**config.mk**
```make
export PLATFORM = sky130hd
export DESIGN_NAME = cpuif_ack
export DESIGN_NICKNAME = d
export VERILOG_FILES = /design/src/rtl/cpuif_pkg.sv /design/src/rtl/cpuif_pick.sv /design/src/rtl/cpuif_stack.sv /design/src/rtl/cpuif_ack.sv
export SDC_FILE = /design/constraint.sdc
export NUM_CORES = 1
export LEC_CHECK = 0
export ABC_AREA = 1
export BUFFER_PORTS_ARGS = -buffer_cell sky130_fd_sc_hd__buf_4
export CAP_MARGIN = 20
export CORE_AREA = 4 4 259 261
export DETAILED_ROUTE_END_ITERATION = 16
export DIE_AREA = 0 0 263 265
export PLACE_DENSITY = 0.6
export SETUP_SLACK_MARGIN = 0.1
export SLEW_MARGIN = 30
export SYNTH_ARGS = -nofsm -noshare
export SYNTH_HDL_FRONTEND = slang
export SYNTH_SLANG_ARGS = --single-unit
```
**constraint.sdc**
```tcl
create_clock -name clk -period 57.1 [get_ports clk]
set_input_delay 8.565 -clock clk [delete_from_list [all_inputs] [get_ports clk]]
set_output_delay 8.565 -clock clk [all_outputs]
set_load 0.01 [all_outputs]
```
**src/rtl/cpuif_pkg.sv**
```systemverilog
package cpuif_pkg;
    localparam int ID_W   = 10;
    localparam int PRIO_W = 8;
    localparam int SRC_W  = 3;
    localparam int DATA_W = 32;

    localparam logic [ID_W-1:0] SPURIOUS_ID = 10'h3FF;

    localparam logic [7:0] OFS_CTL = 8'h00;
    localparam logic [7:0] OFS_PMR = 8'h04;
    localparam logic [7:0] OFS_ACK = 8'h0C;
    localparam logic [7:0] OFS_EOI = 8'h10;
    localparam logic [7:0] OFS_RPR = 8'h14;
    localparam logic [7:0] OFS_HPP = 8'h18;
    localparam logic [7:0] OFS_IDR = 8'hFC;

    typedef struct packed {
        logic [ID_W-1:0]   id;
        logic [PRIO_W-1:0] prio;
        logic [SRC_W-1:0]  src;
    } svc_ent_t;
endpackage

```
**src/rtl/cpuif_pick.sv**
```systemverilog
module cpuif_pick
    import cpuif_pkg::*;
#(
    parameter int NUM_IRQ = 32,
    parameter int NUM_SGI = 16
) (
    input  logic [NUM_IRQ-1:0]        pend_i,
    input  logic [NUM_IRQ-1:0]        excl_i,
    input  logic [NUM_IRQ*PRIO_W-1:0] prio_i,
    input  logic [NUM_SGI*SRC_W-1:0]  sgi_src_i,
    input  logic [PRIO_W-1:0]         pmr_i,
    input  logic [PRIO_W-1:0]         rpr_i,
    output logic                      found_o,
    output logic [ID_W-1:0]           id_o,
    output logic [PRIO_W-1:0]         prio_o,
    output logic [SRC_W-1:0]          src_o
);
    logic [SRC_W-1:0] src_all [NUM_IRQ];

    for (genvar g = 0; g < NUM_IRQ; g++) begin : g_src
        if (g < NUM_SGI) begin : g_sgi
            assign src_all[g] = sgi_src_i[g*SRC_W +: SRC_W];
        end else begin : g_per
            assign src_all[g] = '0;
        end
    end

    always_comb begin
        logic [PRIO_W-1:0] cur;
        found_o = 1'b0;
        id_o    = '0;
        prio_o  = '1;
        src_o   = '0;
        for (int i = 0; i < NUM_IRQ; i++) begin
            cur = prio_i[i*PRIO_W +: PRIO_W];
            if (pend_i[i] && !excl_i[i] && (cur < pmr_i) && (cur < rpr_i)
                && (!found_o || (cur < prio_o))) begin
                found_o = 1'b1;
                id_o    = ID_W'(i);
                prio_o  = cur;
                src_o   = src_all[i];
            end
        end
    end
endmodule

```
**src/rtl/cpuif_stack.sv**
```systemverilog
module cpuif_stack
    import cpuif_pkg::*;
#(
    parameter int NUM_IRQ = 32,
    parameter int DEPTH   = 4,
    localparam int CNT_W  = $clog2(DEPTH + 1),
    localparam int IDX_W  = (DEPTH > 1) ? $clog2(DEPTH) : 1
) (
    input  logic               clk,
    input  logic               rst_n,
    input  logic               push_i,
    input  svc_ent_t           push_ent_i,
    input  logic               pop_i,
    output svc_ent_t           top_o,
    output logic               empty_o,
    output logic               full_o,
    output logic [CNT_W-1:0]   cnt_o,
    output logic [NUM_IRQ-1:0] mask_o
);
    typedef struct packed {
        svc_ent_t [DEPTH-1:0] ent;
        logic [CNT_W-1:0]     cnt;
    } stk_t;

    stk_t st_d, st_q;

    assign cnt_o   = st_q.cnt;
    assign empty_o = (st_q.cnt == '0);
    assign full_o  = (st_q.cnt == CNT_W'(DEPTH));
    assign top_o   = st_q.ent[IDX_W'(st_q.cnt - 1'b1)];

    always_comb begin
        logic [CNT_W-1:0] base;
        st_d = st_q;
        base = pop_i ? (st_q.cnt - 1'b1) : st_q.cnt;
        if (push_i) begin
            st_d.ent[IDX_W'(base)] = push_ent_i;
            st_d.cnt = base + 1'b1;
        end else begin
            st_d.cnt = base;
        end
    end

    always_comb begin
        mask_o = '0;
        for (int i = 0; i < NUM_IRQ; i++) begin
            for (int k = 0; k < DEPTH; k++) begin
                if ((CNT_W'(k) < st_q.cnt) && (st_q.ent[k].id == ID_W'(i))) begin
                    mask_o[i] = 1'b1;
                end
            end
        end
    end

    always_ff @(posedge clk or negedge rst_n) begin
        if (!rst_n) begin
            st_q <= '0;
        end else begin
            st_q <= st_d;
        end
    end
endmodule

```
**src/rtl/cpuif_ack.sv**
```systemverilog
module cpuif_ack
    import cpuif_pkg::*;
#(
    parameter int          NUM_IRQ   = 32,
    parameter int          NUM_SGI   = 16,
    parameter int          DEPTH     = 4,
    parameter logic [11:0] PART_NUM  = 12'h5C1,
    parameter logic [3:0]  ARCH_VER  = 4'h2,
    parameter logic [3:0]  REV_NUM   = 4'h3,
    parameter logic [11:0] IMPL_CODE = 12'h0E7
) (
    input  logic                      clk,
    input  logic                      rst_n,
    input  logic                      reg_rd_i,
    input  logic [7:0]                reg_raddr_i,
    output logic [31:0]               reg_rdata_o,
    input  logic                      reg_wr_i,
    input  logic [7:0]                reg_waddr_i,
    input  logic [31:0]               reg_wdata_i,
    input  logic [NUM_IRQ-1:0]        pend_i,
    input  logic [NUM_IRQ*8-1:0]      prio_i,
    input  logic [NUM_SGI*3-1:0]      sgi_src_i,
    output logic                      irq_o,
    output logic                      ack_vld_o,
    output logic [9:0]                ack_id_o,
    output logic                      eoi_vld_o,
    output logic [9:0]                eoi_id_o
);
    localparam int CNT_W = $clog2(DEPTH + 1);
    localparam int PAD_W = DATA_W - ID_W - SRC_W;

    typedef struct packed {
        logic              en;
        logic [PRIO_W-1:0] pmr;
        logic              ack_vld;
        logic [ID_W-1:0]   ack_id;
        logic              eoi_vld;
        logic [ID_W-1:0]   eoi_id;
    } ctl_t;

    ctl_t st_d, st_q;

    svc_ent_t          top_ent;
    svc_ent_t          new_ent;
    logic              stk_empty, stk_full;
    logic [CNT_W-1:0]  stk_cnt;
    logic [NUM_IRQ-1:0] svc_mask;
    logic              win_found;
    logic [ID_W-1:0]   win_id;
    logic [PRIO_W-1:0] win_prio;
    logic [SRC_W-1:0]  win_src;
    logic [PRIO_W-1:0] run_prio;
    logic              ack_fire, eoi_fire;
    logic [DATA_W-1:0] win_word;
    logic              en_w;

    assign en_w     = st_q.en;
    assign run_prio = stk_empty ? 8'hFF : top_ent.prio;
    assign new_ent  = '{id: win_id, prio: win_prio, src: win_src};
    assign win_word = win_found ? {PAD_W'(0), win_src, win_id}
                                : {PAD_W'(0), SRC_W'(0), SPURIOUS_ID};

    cpuif_pick #(.NUM_IRQ(NUM_IRQ), .NUM_SGI(NUM_SGI)) u_pick (
        .pend_i    (pend_i),
        .excl_i    (svc_mask),
        .prio_i    (prio_i),
        .sgi_src_i (sgi_src_i),
        .pmr_i     (st_q.pmr),
        .rpr_i     (run_prio),
        .found_o   (win_found),
        .id_o      (win_id),
        .prio_o    (win_prio),
        .src_o     (win_src)
    );

    cpuif_stack #(.NUM_IRQ(NUM_IRQ), .DEPTH(DEPTH)) u_stack (
        .clk        (clk),
        .rst_n      (rst_n),
        .push_i     (ack_fire),
        .push_ent_i (new_ent),
        .pop_i      (eoi_fire),
        .top_o      (top_ent),
        .empty_o    (stk_empty),
        .full_o     (stk_full),
        .cnt_o      (stk_cnt),
        .mask_o     (svc_mask)
    );

    assign irq_o = st_q.en && win_found && !stk_full;

    always_comb begin
        logic id_match;
        logic src_match;
        st_d = st_q;
        st_d.ack_vld = 1'b0;
        st_d.eoi_vld = 1'b0;

        ack_fire = reg_rd_i && (reg_raddr_i == OFS_ACK) && irq_o;

        id_match  = (reg_wdata_i[ID_W-1:0] == top_ent.id);
        src_match = (top_ent.id >= ID_W'(NUM_SGI))
                 || (reg_wdata_i[ID_W +: SRC_W] == top_ent.src);
        eoi_fire  = reg_wr_i && (reg_waddr_i == OFS_EOI) && !stk_empty
                 && id_match && src_match;

        if (ack_fire) begin
            st_d.ack_vld = 1'b1;
            st_d.ack_id  = win_id;
        end
        if (eoi_fire) begin
            st_d.eoi_vld = 1'b1;
            st_d.eoi_id  = top_ent.id;
        end
        if (reg_wr_i && (reg_waddr_i == OFS_CTL)) begin
            st_d.en = reg_wdata_i[0];
        end
        if (reg_wr_i && (reg_waddr_i == OFS_PMR)) begin
            st_d.pmr = reg_wdata_i[PRIO_W-1:0];
        end

        unique case (reg_raddr_i)
            OFS_CTL: reg_rdata_o = {31'b0, st_q.en};
            OFS_PMR: reg_rdata_o = {24'b0, st_q.pmr};
            OFS_ACK: reg_rdata_o = irq_o ? win_word
                                         : {PAD_W'(0), SRC_W'(0), SPURIOUS_ID};
            OFS_RPR: reg_rdata_o = {24'b0, run_prio};
            OFS_HPP: reg_rdata_o = win_word;
            OFS_IDR: reg_rdata_o = {PART_NUM, ARCH_VER, REV_NUM, IMPL_CODE};
            default: reg_rdata_o = '0;
        endcase
    end

    always_ff @(posedge clk or negedge rst_n) begin
        if (!rst_n) begin
            st_q <= '0;
        end else begin
            st_q <= st_d;
        end
    end

    assign ack_vld_o = st_q.ack_vld;
    assign ack_id_o  = st_q.ack_id;
    assign eoi_vld_o = st_q.eoi_vld;
    assign eoi_id_o  = st_q.eoi_id;
endmodule

```
==> results of run 1 <==
## cell usage after synthesis, types with 46 or more instances
cell type,count,share of area
inv_1,328,0.048
nand2_2,114,0.028
ha_1,552,0.27
a21oi_1,238,0.046
o21ai_0,286,0.056
buf_4,55,0.016
nand2_1,1052,0.15
nand3_1,308,0.060
nor3_1,50,0.0097
nor2_1,233,0.034
nand2_4,47,0.021
nand4_1,68,0.017
dfrtp_1,88,0.086
o22ai_1,46,0.011
## per-layer routing
layer,global-route usage,up-vias
met4,0.106,2
met2,0.490,1048
li1,-,15400
met3,0.0356,247
met1,0.378,14300
met5,0,-
## area by class of cell
| cell class | instances | area share |
|---|---|---|
| Tap cell | 855 | 0.0301 |
| Multi-Input combinational cell | 3392 | 0.662 |
| Clock inverter | 3 | 0.000492 |
| Antenna cell | 16 | 0.00112 |
| Inverter | 354 | 0.0380 |
| Clock buffer | 13 | 0.00703 |
| Timing Repair Buffer | 911 | 0.199 |
| Sequential cell | 88 | 0.0619 |
## flip-flops by register name, indices dropped and copies added (netlist names)
signal	flops
ack_id_o	5
ack_vld_o	1
en_w	1
eoi_id_o	5
eoi_vld_o	1
st_q	8
u_stack.cnt_o	3
u_stack.st_q	64
## cell families after synthesis
group,Yosys count,synth area share
other cells,1,0.000146
mux,4,0.00175
fa+ha+maj,552,0.269
xor+xnor,6,0.00205
buf+inv,486,0.0988
simple gates,1957,0.347
compound gates,832,0.196
flops,88,0.0858
## through the flow
step | cell area (um^2) | power, mW | setup TNS, ns | std cells | worst slack [ns]
after global routing | 35600 | 0.563 | -6.03 | 5625 | -0.787
after global placement | 31900 | 0.384 | -15.49 | 5490 | -2.00
final | 35600 | 0.519 | 0 | 5632 | 1.68
after detailed placement | 31900 | 0.389 | -17.04 | 5490 | -2.19
after floorplan | 25800 | 0.245 | 0 | 3947 | 0.121
after CTS | 32200 | 0.448 | 0 | 5506 | 0.124
## path summary, 6_finish.rpt
kind / startpoint / end / slack (ns) / depth (start not counted)
max in group asynchronous: rst_n / u_stack.st_q[45] / 48.09 / 3
worst min register to register: u_stack.st_q[53] / u_stack.st_q[53] / 0.48 / 2
worst min-delay path: u_stack.st_q[53] / u_stack.st_q[53] / 0.48 / 2
worst max register to register: u_stack.cnt_o[0] / u_stack.st_q[7] / 15.27 / 321
worst max-delay path: prio_i[7] / reg_rdata_o[11] / 1.68 / 312
min in group asynchronous: rst_n / u_stack.st_q[74] / 8.11 / 1
## critical path: cells and delay by family
kind,cells,cell delay [ns]
AND/OR/NAND/NOR,171,14.73
AO/OA/AOI/OAI,78,10.66
adder cells (fa/ha/maj),32,8.38
buffers and inverters,31,4.42
## placed cells by master, fill, tap and decap left out, drive strengths merged, types with 13 or more instances in the layout
cell type,instances
o221ai,39
ha,552
a21o,23
nor2,242
nor3,53
a31oi,14
or2,32
nand2,1232
o2111ai,14
nor4,19
a21oi,241
o21ai,315
diode,16
a211oi,41
clkbuf,13
inv,349
nand4,68
o211ai,26
o22ai,46
dfrtp,88
buf,911
o21bai,28
conb,22
nand3,314
## where the power goes
group	internal, mW	total (mW)	leakage [nW]	switching [mW]
clock network	0.0306	0.0550	0.130	0.0244
registers	0.0628	0.0633	1.12	0.000597
logic	0.189	0.401	16.7	0.212
## timing repair
item | 4_1_cts | 5_1_grt
buffers inserted | 0 | 90
pin swaps | 1 | 210
gates resized for setup | 86 | 577
cloned | 0 | 20
endpoints found under the setup margin | 8 | 8
==> out/results.txt, run 1 <==
first-pass GRT wire length = 161,000 um
Seq/Total Area, Yosys = 0.0858
wire length per cell = 19.8 um
Final HPWL DP = 85,300 um
WP data arrival = 46.86 ns
synth warn = 0
Via Count = 31,000
# clock sinks = 88
initial core utilization = 0.398
met1 WL = 47,200 um
IO Count = 443
CP peak stage delay = 0.35 ns
row cnt = 93
die height = 265 um
area taken by multi-input logic gates = 23,600 um^2
Synth Flop Type = dfrtp_1
Post-synth EDFFs = 0
Mapped Area = 25,700 um^2
Routed Antenna Nets = 0
clock slew at reported path FFs = 0.06 ns
failing checks = capacitance limit, slew limit
relative slew slack = -0.0287
routability cong. = 0.952
Cell Pwr Density = 14.6 nW/um^2
DR WL met3 = 6850 um
Worst-Margin Slew = 1.53 ns
Worst EP required = 48.53 ns
Avg Cell Area, Syn = 6.54 um^2
CP Max Fanout = 8
Skew-Pair Late Insertion Delay = 0.34 ns
Top Layer Used = met5
number of global-route vias before repair = 28,300
max_cap viols = 1
# fillers = 6,381
CTS tree = built
Post-synth ARST share = 1.00
DRC viols = 0
Die Area = 69,700 um^2
Setup violations, final = 0
status = finished with violations
Finished Core Util = 0.552
Hold WC Path Type = reg -> reg
crit path time final = 55.42 ns
core region area = 64,500 um^2
drt initial violations = 2,244
antenna violations before repair = 16
Max Root-Sink Buffers = 2
Pre-Repair DR Iteration Count = 7
FF+latch area = 2200 um^2
slowest CP cell = ha_1
post-synthesis cell type count = 75
port bufs = 401
grt ovf = 0
peak supply drop = 0.0153 mV
kind of critical path = in -> out
DR WL met2 = 52,300 um
RSZ-0062 raised after global routing = yes
flops & latches, synth = 88
CTS H-Tree Depth = 3
nets = 5,696
cell mode on critical path = nand2_2
Post-Syn Instances = 3,926
Pleak = 17.9 nW
CTS Buf Count = 9
Slew Limit Fails = 8
pin count of the biggest net entering global routing = 68
fraction of layout cells with a size suffix above 1 = 0.332
Final Hold Viols = 0
Tcrit/Tclk final = 0.971
Die W = 263 um
clk root buf = clkbuf_16
skew final = 0.0106 ns
Post-CTS Hold Buffers = 0
final WL = 111,000 um
Max Clock Freq = 18.0 MHz
Hold Slack = 0.480 ns
startpoint type of the worst setup path = input pin
crit end category = output port
vias per cell = 5.50
Syn-to-layout area delta = 38.6%
GRT Overall Usage = 0.289
No activity file was read; power rests on OpenSTA's default activity.
==> run 2, diff against run 1 <==
--- a/config.mk
+++ b/config.mk
@@ -11,6 +11,7 @@
 export CORE_AREA = 4 4 259 261
 export DETAILED_ROUTE_END_ITERATION = 16
 export DIE_AREA = 0 0 263 265
+export MAX_ROUTING_LAYER = met4
 export PLACE_DENSITY = 0.6
 export SETUP_SLACK_MARGIN = 0.1
 export SLEW_MARGIN = 30
==> run 2 against run 1 <==
Sequential share of layout area is essentially flat. Core utilization shrank 0.22 points. The run now ends clean. Sequential power is essentially flat. Critical path depth is the same.
==> out/results.txt, run 2 (synthesized netlist as in run 1, its figures left out) <==
clk root buf = clkbuf_16
fraction of layout cells with a size suffix above 1 = 0.332 (about the same)
grt ovf = 0 (unchanged)
Pleak = 17.9 nW (-0.34%)
Worst EP required = 48.53 ns (about the same)
max_cap viols = 0 (-1)
row cnt = 93 (unchanged)
Internal = 286 uW (+1.2%)
die height = 265 um (unchanged)
antenna violations before repair = 17 (+1)
final WL = 111,000 um (-0.59%)
CTS Buf Count = 9 (unchanged)
Routed Antenna Nets = 0 (unchanged)
CP peak stage delay = 0.34 ns (about the same)
# clock sinks = 88 (unchanged)
sw frac = 0.453 (-0.00328)
Final HPWL DP = 85,200 um (-0.15%)
Final Hold Viols = 0 (unchanged)
Max Clock Freq = 18.1 MHz (+0.45%)
commonest non-fill, non-tap cell in the layout = nand2_1
Die Area = 69,700 um^2 (unchanged)
drt initial violations = 2,215 (-1.3%)
peak supply drop = 0.0148 mV (-3.0%)
post-route cell area = 35,500 um^2 (-0.40%)
CTS H-Tree Depth = 3 (unchanged)
wire length per cell = 19.7 um (-0.50%)
Skew-Pair Late Insertion Delay = 0.35 ns (about the same)
most frequent cells in the layout = nand2_1, buf_4, ha_1
Top Registers = u_stack.st_q x64, st_q x8
Worst-Margin Slew = 1.41 ns (-0.122 ns)
Net Switching = 236 uW (-0.16%)
status = complete, no violations
Post-CTS Hold Buffers = 0 (unchanged)
Reg with most FFs = u_stack.st_q
skew final = 0.0108 ns (+0.000121 ns)
Top Layer Used = met4
relative slew slack = 0.0531 (+0.0818)
Hold WC Path Type = reg -> reg
Die W = 263 um (unchanged)
Buf/Inv on CP = 28 (-9.7%)
Max Root-Sink Buffers = 2 (unchanged)
Finished Core Util = 0.550 (-0.00223)
initial core utilization = 0.398 (unchanged)
crit path time final = 55.18 ns (-0.245 ns)
Cell Pwr Density = 14.7 nW/um^2 (+0.97%)
vias per cell = 5.48 (-0.34%)
CTS tree = built
IO Count = 443 (unchanged)
DP Area = 31,900 um^2 (about the same)
Seq pwr share = 0.121 (about the same)
# fillers = 6,326 (-0.86%)
WP data arrival = 46.61 ns (-0.25 ns)
startpoint type of the worst setup path = input pin
clock slew at reported path FFs = 0.06 ns (about the same)
pin count of the biggest net entering global routing = 68 (unchanged)
DR WL met3 = 7010 um (+2.3%)
reg-to-reg slack, setup = 15.48 ns (+0.21 ns)
cell mode on critical path = nand2_2
RSZ-0062 raised after global routing = yes
DR WL met2 = 51,200 um (-2.1%)
CP Max Fanout = 8 (unchanged)
met1 WL = 47,100 um (-0.22%)
Setup violations, final = 0 (unchanged)
number of global-route vias before repair = 27,900 (-1.3%)
nets = 5,689 (-0.12%)
slowest CP cell = ha_1
crit end category = output port
Clk pwr share = 0.120 (+0.014)
GRT Overall Usage = 0.295 (+0.00633)
Tcrit/Tclk final = 0.966 (-0.00430)
max FFs per register = 64 (unchanged)
first-pass GRT wire length = 159,000 um (-1.3%)
routability cong. = 0.958 (+0.63%)
port bufs = 401 (unchanged)
kind of critical path = in -> out
DRC viols = 0 (unchanged)
Comb power frac = 0.759 (-0.013)
Slew Limit Fails = 0 (-8)
Syn-to-layout area delta = 38.1%
delay-heaviest family, CP = simple AND/OR/NAND/NOR gates
Via Count = 30,900 (-0.43%)
Pre-Repair DR Iteration Count = 8 (+1)
core region area = 64,500 um^2 (unchanged)
==> run 2: cell types whose count changed in the layout (fill, tap and decap cells not counted), moves of 3 or more <==
cell	delta
nand2_2	+6
buf_6	-4
ha_2	+4
nand2_4	-8
o21ai_2	+4
nand2_8	-3
nand2_1	+3
o21ai_4	-4
ha_1	-6
a21oi_2	+3
==> run 2: final cells by class <==
type	count	area, um^2	share of cell area
multi-input cells	3390	23500	0.662
repair buffers	906	7000	0.197
flip-flops and latches	88	2200	0.0621
inverters	354	1350	0.0381
well taps	855	1070	0.0302
clock buffers	12	256	0.00724
clock inverters	4	51.3	0.00145
diodes	18	45.0	0.00127
==> run 2: power by group through the flow <==
stage	combinational [mW]	sequential (mW)	clock, mW
after floorplan	0.181	0.0642	0
after global placement	0.319	0.0645	0
after detailed placement	0.324	0.0645	0
after CTS	0.330	0.0633	0.0622
after global routing	0.437	0.0633	0.0646
final	0.396	0.0633	0.0626
==> run 2: layer usage <==
metal,track usage,vias up
met5,-,-
met4,0.124,0
met3,0.0400,279
met2,0.477,1075
met1,0.372,14100
li1,-,15400
==> run 2: worst reg2reg max path, delay by kind of cell (launching register included) <==
family                     cells  cell delay (ns)
AOI/OAI and AO/OA             83            11.90
adders and majority gates     33             9.06
buffers and inverters         30             5.13
DFF                            1             0.34
and+or+nand+nor              173            15.13
==> run 2: metrics by stage <==
| stage | power (mW) | hold slack, ns | setup TNS [ns] | std cells | worst slack [ns] |
|---|---|---|---|---|---|
| floorplan | 0.245 | 0.444 | 0 | 3947 | 0.121 |
| global placement | 0.384 | 0.458 | -16.17 | 5489 | -2.08 |
| detailed placement | 0.389 | 0.464 | -18.02 | 5489 | -2.31 |
| CTS | 0.455 | 0.481 | 0 | 5506 | 0.133 |
| global route | 0.565 | 0.497 | -4.80 | 5625 | -0.655 |
| finish | 0.522 | 0.481 | 0 | 5627 | 1.92 |
==> run 2: final timing paths <==
| check | endpoint | cells past startpoint | from |
|---|---|---|---|
| max | reg_rdata_o[11] | 312 | prio_i[6] |
| min reg2reg | u_stack.st_q[51] | 2 | u_stack.st_q[51] |
| max in group asynchronous | u_stack.st_q[26] | 2 | rst_n |
| min in group asynchronous | ack_vld_o | 1 | rst_n |
| max reg2reg | ack_id_o[0] | 319 | u_stack.cnt_o[0] |
| min | u_stack.st_q[51] | 2 | u_stack.st_q[51] |
==> run 2: what timing repair did <==
action                                  CTS  global route
buffers inserted                          1            86
cloned                                    0            17
gates resized for setup                  91           554
pin swaps                                 1           182
endpoints found under the setup margin    8             8
endpoints found under the hold margin     0             0
